==> config.mk <==
export PLATFORM = sky130hd
export DESIGN_NAME = memop_queue
export DESIGN_NICKNAME = d
export VERILOG_FILES = /design/src/rtl/mq_pkg.sv /design/src/rtl/mq_ptrs.sv /design/src/rtl/mq_store.sv /design/src/rtl/mq_flags.sv /design/src/rtl/mq_gate.sv /design/src/rtl/memop_queue.sv
export SDC_FILE = /design/constraint.sdc
export NUM_CORES = 1
export LEC_CHECK = 0
export BUFFER_PORTS_ARGS = -buffer_cell sky130_fd_sc_hd__buf_2
export CAP_MARGIN = 20
export CORE_MARGIN = 2
export CORE_UTILIZATION = 34
export DETAILED_ROUTE_END_ITERATION = 10
export PLACE_DENSITY = 0.51
export SYNTH_ARGS = -nofsm -noshare
export SYNTH_HDL_FRONTEND = slang
export SYNTH_SLANG_ARGS = --single-unit
==> constraint.sdc <==
create_clock -name clk -period 2.8 [get_ports clk]
set_input_delay 0.14 -clock clk [delete_from_list [all_inputs] [get_ports clk]]
set_output_delay 0.14 -clock clk [all_outputs]
set_load 0.05 [all_outputs]
==> src/rtl/mq_pkg.sv <==
package mq_pkg;
  typedef enum logic {MQ_LOAD = 1'b0, MQ_STORE = 1'b1} mq_kind_t;

  typedef struct packed {
    logic     live;
    mq_kind_t kind;
    logic     addr_ok;
    logic     data_ok;
    logic     sent;
    logic     done;
  } mq_flags_t;
endpackage

==> src/rtl/mq_ptrs.sv <==
module mq_ptrs #(
  parameter int DEPTH = 8,
  localparam int IW = $clog2(DEPTH)
) (
  input  logic          clk,
  input  logic          rst,
  input  logic          flush,
  input  logic          push,
  input  logic          pop,
  output logic [IW-1:0] head_idx,
  output logic [IW-1:0] tail_idx,
  output logic          full,
  output logic          empty
);
  logic [IW:0] hd_q, tl_q;

  always_ff @(posedge clk) begin
    if (rst || flush) begin
      hd_q <= '0;
      tl_q <= '0;
    end else begin
      if (push) tl_q <= tl_q + 1'b1;
      if (pop)  hd_q <= hd_q + 1'b1;
    end
  end

  assign head_idx = hd_q[IW-1:0];
  assign tail_idx = tl_q[IW-1:0];
  assign empty    = (hd_q == tl_q);
  assign full     = (hd_q[IW] != tl_q[IW]) && (hd_q[IW-1:0] == tl_q[IW-1:0]);
endmodule

==> src/rtl/mq_store.sv <==
module mq_store #(
  parameter int DEPTH = 8,
  parameter int AW = 32,
  parameter int DW = 32,
  localparam int IW = $clog2(DEPTH)
) (
  input  logic          clk,
  input  logic          agu_we,
  input  logic [IW-1:0] agu_idx,
  input  logic [AW-1:0] agu_addr,
  input  logic          sd_we,
  input  logic [IW-1:0] sd_idx,
  input  logic [DW-1:0] sd_data,
  input  logic [IW-1:0] rd_idx,
  output logic [AW-1:0] rd_addr,
  output logic [DW-1:0] rd_data
);
  logic [AW-1:0] addr_mem [DEPTH];
  logic [DW-1:0] data_mem [DEPTH];

  always_ff @(posedge clk) begin
    if (agu_we) addr_mem[agu_idx] <= agu_addr;
  end

  always_ff @(posedge clk) begin
    if (sd_we) data_mem[sd_idx] <= sd_data;
  end

  assign rd_addr = addr_mem[rd_idx];
  assign rd_data = data_mem[rd_idx];
endmodule

==> src/rtl/mq_flags.sv <==
module mq_flags
  import mq_pkg::*;
#(
  parameter int DEPTH = 8,
  localparam int IW = $clog2(DEPTH)
) (
  input  logic                        clk,
  input  logic                        rst,
  input  logic                        flush,
  input  logic                        alloc,
  input  logic [IW-1:0]               alloc_idx,
  input  mq_kind_t                    alloc_kind,
  input  logic                        agu_we,
  input  logic [IW-1:0]               agu_idx,
  input  logic                        sd_we,
  input  logic [IW-1:0]               sd_idx,
  input  logic [IW-1:0]               head_idx,
  input  logic                        mark_sent,
  input  logic                        mark_done,
  input  logic                        release_head,
  output mq_flags_t [DEPTH-1:0]       flags
);
  for (genvar i = 0; i < DEPTH; i++) begin : g_ent
    always_ff @(posedge clk) begin
      if (rst || flush) begin
        flags[i] <= '0;
      end else if (alloc && alloc_idx == IW'(i)) begin
        flags[i]      <= '0;
        flags[i].live <= 1'b1;
        flags[i].kind <= alloc_kind;
      end else if (flags[i].live) begin
        if (agu_we && agu_idx == IW'(i))
          flags[i].addr_ok <= 1'b1;
        if (sd_we && sd_idx == IW'(i) && flags[i].kind == MQ_STORE)
          flags[i].data_ok <= 1'b1;
        if (mark_sent && head_idx == IW'(i))
          flags[i].sent <= 1'b1;
        if (mark_done && head_idx == IW'(i))
          flags[i].done <= 1'b1;
        if (release_head && head_idx == IW'(i))
          flags[i].live <= 1'b0;
      end
    end
  end
endmodule

==> src/rtl/mq_gate.sv <==
module mq_gate
  import mq_pkg::*;
(
  input  mq_flags_t hf,
  input  logic      empty,
  input  logic      rob_head,
  input  logic      req_ready,
  input  logic      rsp_valid,
  input  logic      ret_valid,
  output logic      req_valid,
  output logic      mark_sent,
  output logic      mark_done,
  output logic      release_head
);
  logic is_st, ops_ok;

  always_comb begin
    is_st  = (hf.kind == MQ_STORE);
    ops_ok = hf.addr_ok && (!is_st || (hf.data_ok && rob_head));
    req_valid    = !empty && hf.live && !hf.sent && ops_ok;
    mark_sent    = req_valid && req_ready;
    mark_done    = rsp_valid && hf.live && !is_st && hf.sent && !hf.done;
    release_head = (mark_sent && is_st) ||
                   (ret_valid && hf.live && !is_st && hf.done);
  end
endmodule

==> src/rtl/memop_queue.sv <==
module memop_queue
  import mq_pkg::*;
#(
  parameter int DEPTH = 8,
  parameter int AW = 32,
  parameter int DW = 32,
  localparam int IW = $clog2(DEPTH)
) (
  input  logic          clk,
  input  logic          rst,
  input  logic          flush,
  input  logic          disp_valid,
  input  logic          disp_is_store,
  output logic          disp_ready,
  output logic [IW-1:0] disp_idx,
  input  logic          agu_valid,
  input  logic [IW-1:0] agu_idx,
  input  logic [AW-1:0] agu_addr,
  input  logic          sd_valid,
  input  logic [IW-1:0] sd_idx,
  input  logic [DW-1:0] sd_data,
  input  logic          rob_head,
  output logic          req_valid,
  input  logic          req_ready,
  output logic          req_is_store,
  output logic [AW-1:0] req_addr,
  output logic [DW-1:0] req_data,
  input  logic          rsp_valid,
  input  logic          ret_valid
);
  logic [IW-1:0] head_idx, tail_idx;
  logic full, empty, push, mark_sent, mark_done, release_head;
  mq_flags_t [DEPTH-1:0] flags;
  mq_flags_t hf;

  assign push       = disp_valid && !full && !flush;
  assign disp_ready = !full;
  assign disp_idx   = tail_idx;

  mq_ptrs #(.DEPTH(DEPTH)) u_ptrs (
    .clk(clk), .rst(rst), .flush(flush), .push(push), .pop(release_head),
    .head_idx(head_idx), .tail_idx(tail_idx), .full(full), .empty(empty)
  );

  mq_store #(.DEPTH(DEPTH), .AW(AW), .DW(DW)) u_store (
    .clk(clk), .agu_we(agu_valid), .agu_idx(agu_idx), .agu_addr(agu_addr),
    .sd_we(sd_valid), .sd_idx(sd_idx), .sd_data(sd_data),
    .rd_idx(head_idx), .rd_addr(req_addr), .rd_data(req_data)
  );

  mq_flags #(.DEPTH(DEPTH)) u_flags (
    .clk(clk), .rst(rst), .flush(flush),
    .alloc(push), .alloc_idx(tail_idx),
    .alloc_kind(disp_is_store ? MQ_STORE : MQ_LOAD),
    .agu_we(agu_valid), .agu_idx(agu_idx),
    .sd_we(sd_valid), .sd_idx(sd_idx),
    .head_idx(head_idx), .mark_sent(mark_sent), .mark_done(mark_done),
    .release_head(release_head), .flags(flags)
  );

  assign hf           = flags[head_idx];
  assign req_is_store = (hf.kind == MQ_STORE);

  mq_gate u_gate (
    .hf(hf), .empty(empty), .rob_head(rob_head), .req_ready(req_ready),
    .rsp_valid(rsp_valid), .ret_valid(ret_valid), .req_valid(req_valid),
    .mark_sent(mark_sent), .mark_done(mark_done), .release_head(release_head)
  );
endmodule

==> flow_summary.ini <==
[outcome]
outcome = finished clean

[finish]
regArea_um2 = 16600
syn2layout_area_growth_pct = 22.2
fill_cells = 5741
final_area_um2 = 26900
fin_cells = 2236
multi_input_comb_area_um2 = 5380
drive_above_1_share_pct = 36.7
antenna_cells = 0
num-nets-final = 1429

[pwr]
seqPwrFrac_pct = 53.9
p_per_area_nw_per_um2 = 660
p_switching_mw = 3.69
pwr-share-clk_pct = 42.2
leakage_nw = 8.60
p_int_mw = 14.1
ir_drop_uv = 459
swShare_pct = 20.8
p_comb_share_pct = 3.9

[timing]
slew_violations = 0
worst_slack_ps = 146
finalHoldViolCount = 0
skew_ps = 28.5
grt_setup_unrepaired = false
fin_crit_sh_pct = 94.8
slew_headroom_pct = 46.3
setup_tns_ps = 0
worstMarginPinSlew_ps = 802
clock.fmax_ghz = 0.377
finalCriticalPeriod_ps = 2650
hold_slack_ps = 77.9
final-setup-viol-count = 0

[critical_path]
required_ps = 2660
critPathKind = reg2out
critPathArrivalTime_ps = 2510
crit_fanout = 12
critPathCaptureType = output pin
critPathMaxStageDelay_ps = 520
start_kind = flop
crit_chain = buf_12 > mux4_2 > mux2_4 > a211oi_4 > buf_6
cp_slowest_cell = mux4_2

[drt]
detail_route.wl_per_cell_um = 22.3
drtIter0Drc = 623
ant_nets = 0
first_pass_iters = 5
viasPerCell = 4.92
dr_total_vias = 11005
drc = 0
drt_wl_total_um = 49900

[floorplan]
die_w_um = 259
num_rows = 93
die-area_um2 = 66900
io_pins = 151
coreArea_um2 = 64200
die_h_um = 259
start_util_pct = 34.3

[placement]
portBuffers = 150
place_area_um2 = 24200
dp_hpwl_um = 28500
pre_cts_ws_ps = 187
dpl.cell_count = 2054
gp_congestion = 0.796

[yosys]
ys_seq_elements = 571
avgSynthCellArea_um2 = 20.7
netlist_area_um2 = 22000
ys.warnings.count = 0
yosysUniqueCellTypes = 47
synth_nets = 1157
ys_seq_area_share_pct = 75.1
synth_cells = 1064

[grt]
first_global_vias = 11724
grt_max_degree = 57
overflow = 0
antenna_found_initial = 2
grt_pass1_wl_um = 74900
track_usage_pct = 15.0

[clocking]
clock_path_buffers = 3
cts_max_level = 2
numClockSinks = 571
path_clk_slew_ps = 60
root_buffer = clkbuf_16
cts_buffers = 59
insertion_delay_ps = 620
cts_tree = done

[hold_path]
hold_path_class = in2reg

[flow_run]
drv_cap = 0
==> registers in the layout, indices dropped and copies added, names as in the netlist, named ones only <==
signal,count
u_store.addr_mem,256
u_store.data_mem,256
u_flags.flags,48
u_ptrs.hd_q,4
u_ptrs.tl_q,4
==> per-stage QoR <==
step	util (%)	power [mW]
final	41.9	17.8
after global routing	41.9	18.4
after CTS	41.9	18.0
after detailed placement	37.7	10.4
after global placement	37.7	10.4
after floorplan	-	10.1
==> worst paths after layout <==
check	cells past startpoint	slack, ps	endpoint	from
max	5	150	req_valid	u_ptrs.hd_q[2]$_SDFFE_PP0P_
min	3	80	u_ptrs.tl_q[2]$_SDFFE_PP0P_	disp_valid
max reg2reg	7	230	u_ptrs.hd_q[2]$_SDFFE_PP0P_	u_ptrs.hd_q[0]$_SDFFE_PP0P_
min reg2reg	2	470	u_flags.flags[2]$_SDFFE_PP0P_	u_flags.flags[2]$_SDFFE_PP0P_
==> repair_timing <==
action | 4_1_cts | 5_1_grt
hold endpoints to repair | 538 | 0
setup buffers | 4 | 0
gates cloned | 1 | 1
hold buffers | 70 | 0
gates resized for setup | 5 | 3
setup endpoints to repair | 33 | 12
pin swaps | 0 | 1
==> final cells by class <==
| cell class | count | area share, % |
|---|---|---|
| tap | 855 | 3.97 |
| multi-input combinational | 432 | 20.0 |
| timing repair buffer | 262 | 7.51 |
| clock buffer | 82 | 5.99 |
| sequential | 571 | 61.5 |
| clock inverter | 24 | 0.887 |
| inverter | 10 | 0.139 |
==> worst max-delay path: cells and delay by family, from the launching register on <==
kind / cells / cell delay (ps)
muxes: 2 / 860
buffers and inverters: 2 / 360
AOI/OAI and AO/OA: 1 / 310
DFF: 1 / 380
==> cells in the mapped netlist (all sizes together) <==
| library cell | count | area share, % |
|---|---|---|
| nand2b | 6 | 0.17 |
| buf | 25 | 0.55 |
| o21ai | 2 | 0.045 |
| a211oi | 3 | 0.10 |
| ha | 12 | 0.68 |
| a311o | 1 | 0.045 |
| nand4 | 4 | 0.11 |
| nor4b | 1 | 0.068 |
| xnor2 | 4 | 0.16 |
| clkbuf | 26 | 0.44 |
| inv | 9 | 0.15 |
| a311oi | 6 | 0.24 |
| mux2 | 68 | 3.5 |
| edfxtp | 512 | 70 |
| mux4 | 137 | 14 |
| and4b | 1 | 0.045 |
| nand3 | 8 | 0.18 |
| nor4bb | 1 | 0.045 |
| a22oi | 1 | 0.034 |
| a2111oi | 1 | 0.12 |
| a2bb2oi | 1 | 0.040 |
| a21o | 2 | 0.068 |
| nand2 | 29 | 0.51 |
| o211ai | 2 | 0.068 |
| xor2 | 2 | 0.080 |
| nor2b | 7 | 0.20 |
| a31oi | 14 | 0.40 |
| mux2i | 10 | 0.45 |
| dfxtp | 59 | 5.4 |
| nor3 | 9 | 0.20 |
| or4 | 1 | 0.051 |
| clkinv | 1 | 0.017 |
| nor4 | 2 | 0.057 |
| and2 | 4 | 0.11 |
| nor2 | 54 | 0.92 |
| and3 | 3 | 0.085 |
| or2 | 2 | 0.068 |
| nand3b | 2 | 0.068 |
| a21oi | 32 | 0.78 |
==> kinds of logic after synthesis <==
kind of cell	count (synthesis)	share of synthesized area [%]
AOI/OAI and AO/OA	65	1.94
DFF	571	75.1
buffers and inverters	61	1.16
muxes	215	17.9
adders and majority gates	12	0.681
and+or+nand+nor	134	2.90
xor gates and xnor gates	6	0.238
==> power groups by stage <==
stage / clock network (mW) / registers, mW / logic (mW)
6_report: 7.50 / 9.59 / 0.687
5_1_grt: 8.04 / 9.61 / 0.744
4_1_cts: 7.74 / 9.59 / 0.702
3_5_place_dp: 0 / 9.77 / 0.616
3_3_place_gp: 0 / 9.76 / 0.603
2_1_floorplan: 0 / 9.76 / 0.310
==> cell usage in the layout, fill, tap and decap left out, drive strengths merged, types with 2 or more instances in the layout <==
master,instances
nand2b,6
nor3,9
dlygate4sd3,70
nand3,8
xor2,2
nor2b,7
edfxtp,512
clkinv,18
mux2,68
nand3b,2
and3,3
a211oi,3
nor2,54
o211ai,2
a311oi,6
bufinv,3
or2,2
mux2i,10
xnor2,4
nand4,4
buf,190
a21o,2
clkinvlp,2
a21oi,32
and2,4
mux4,137
ha,12
nand2,29
a31oi,14
o21ai,2
clkbuf,83
dfxtp,59
nor4,2
inv,11
==> per-layer routing <==
| metal | up-vias | GRT usage (%) | wire length, um |
|---|---|---|---|
| met5 | - | 0 | 24 |
| met1 | 5750 | 20.9 | 22700 |
| met2 | 264 | 24.2 | 23800 |
| li1 | 4914 | - | - |
| met3 | 73 | 2.85 | 2500 |
| met4 | 4 | 3.74 | 842 |
(Power assumes the default switching activity.)
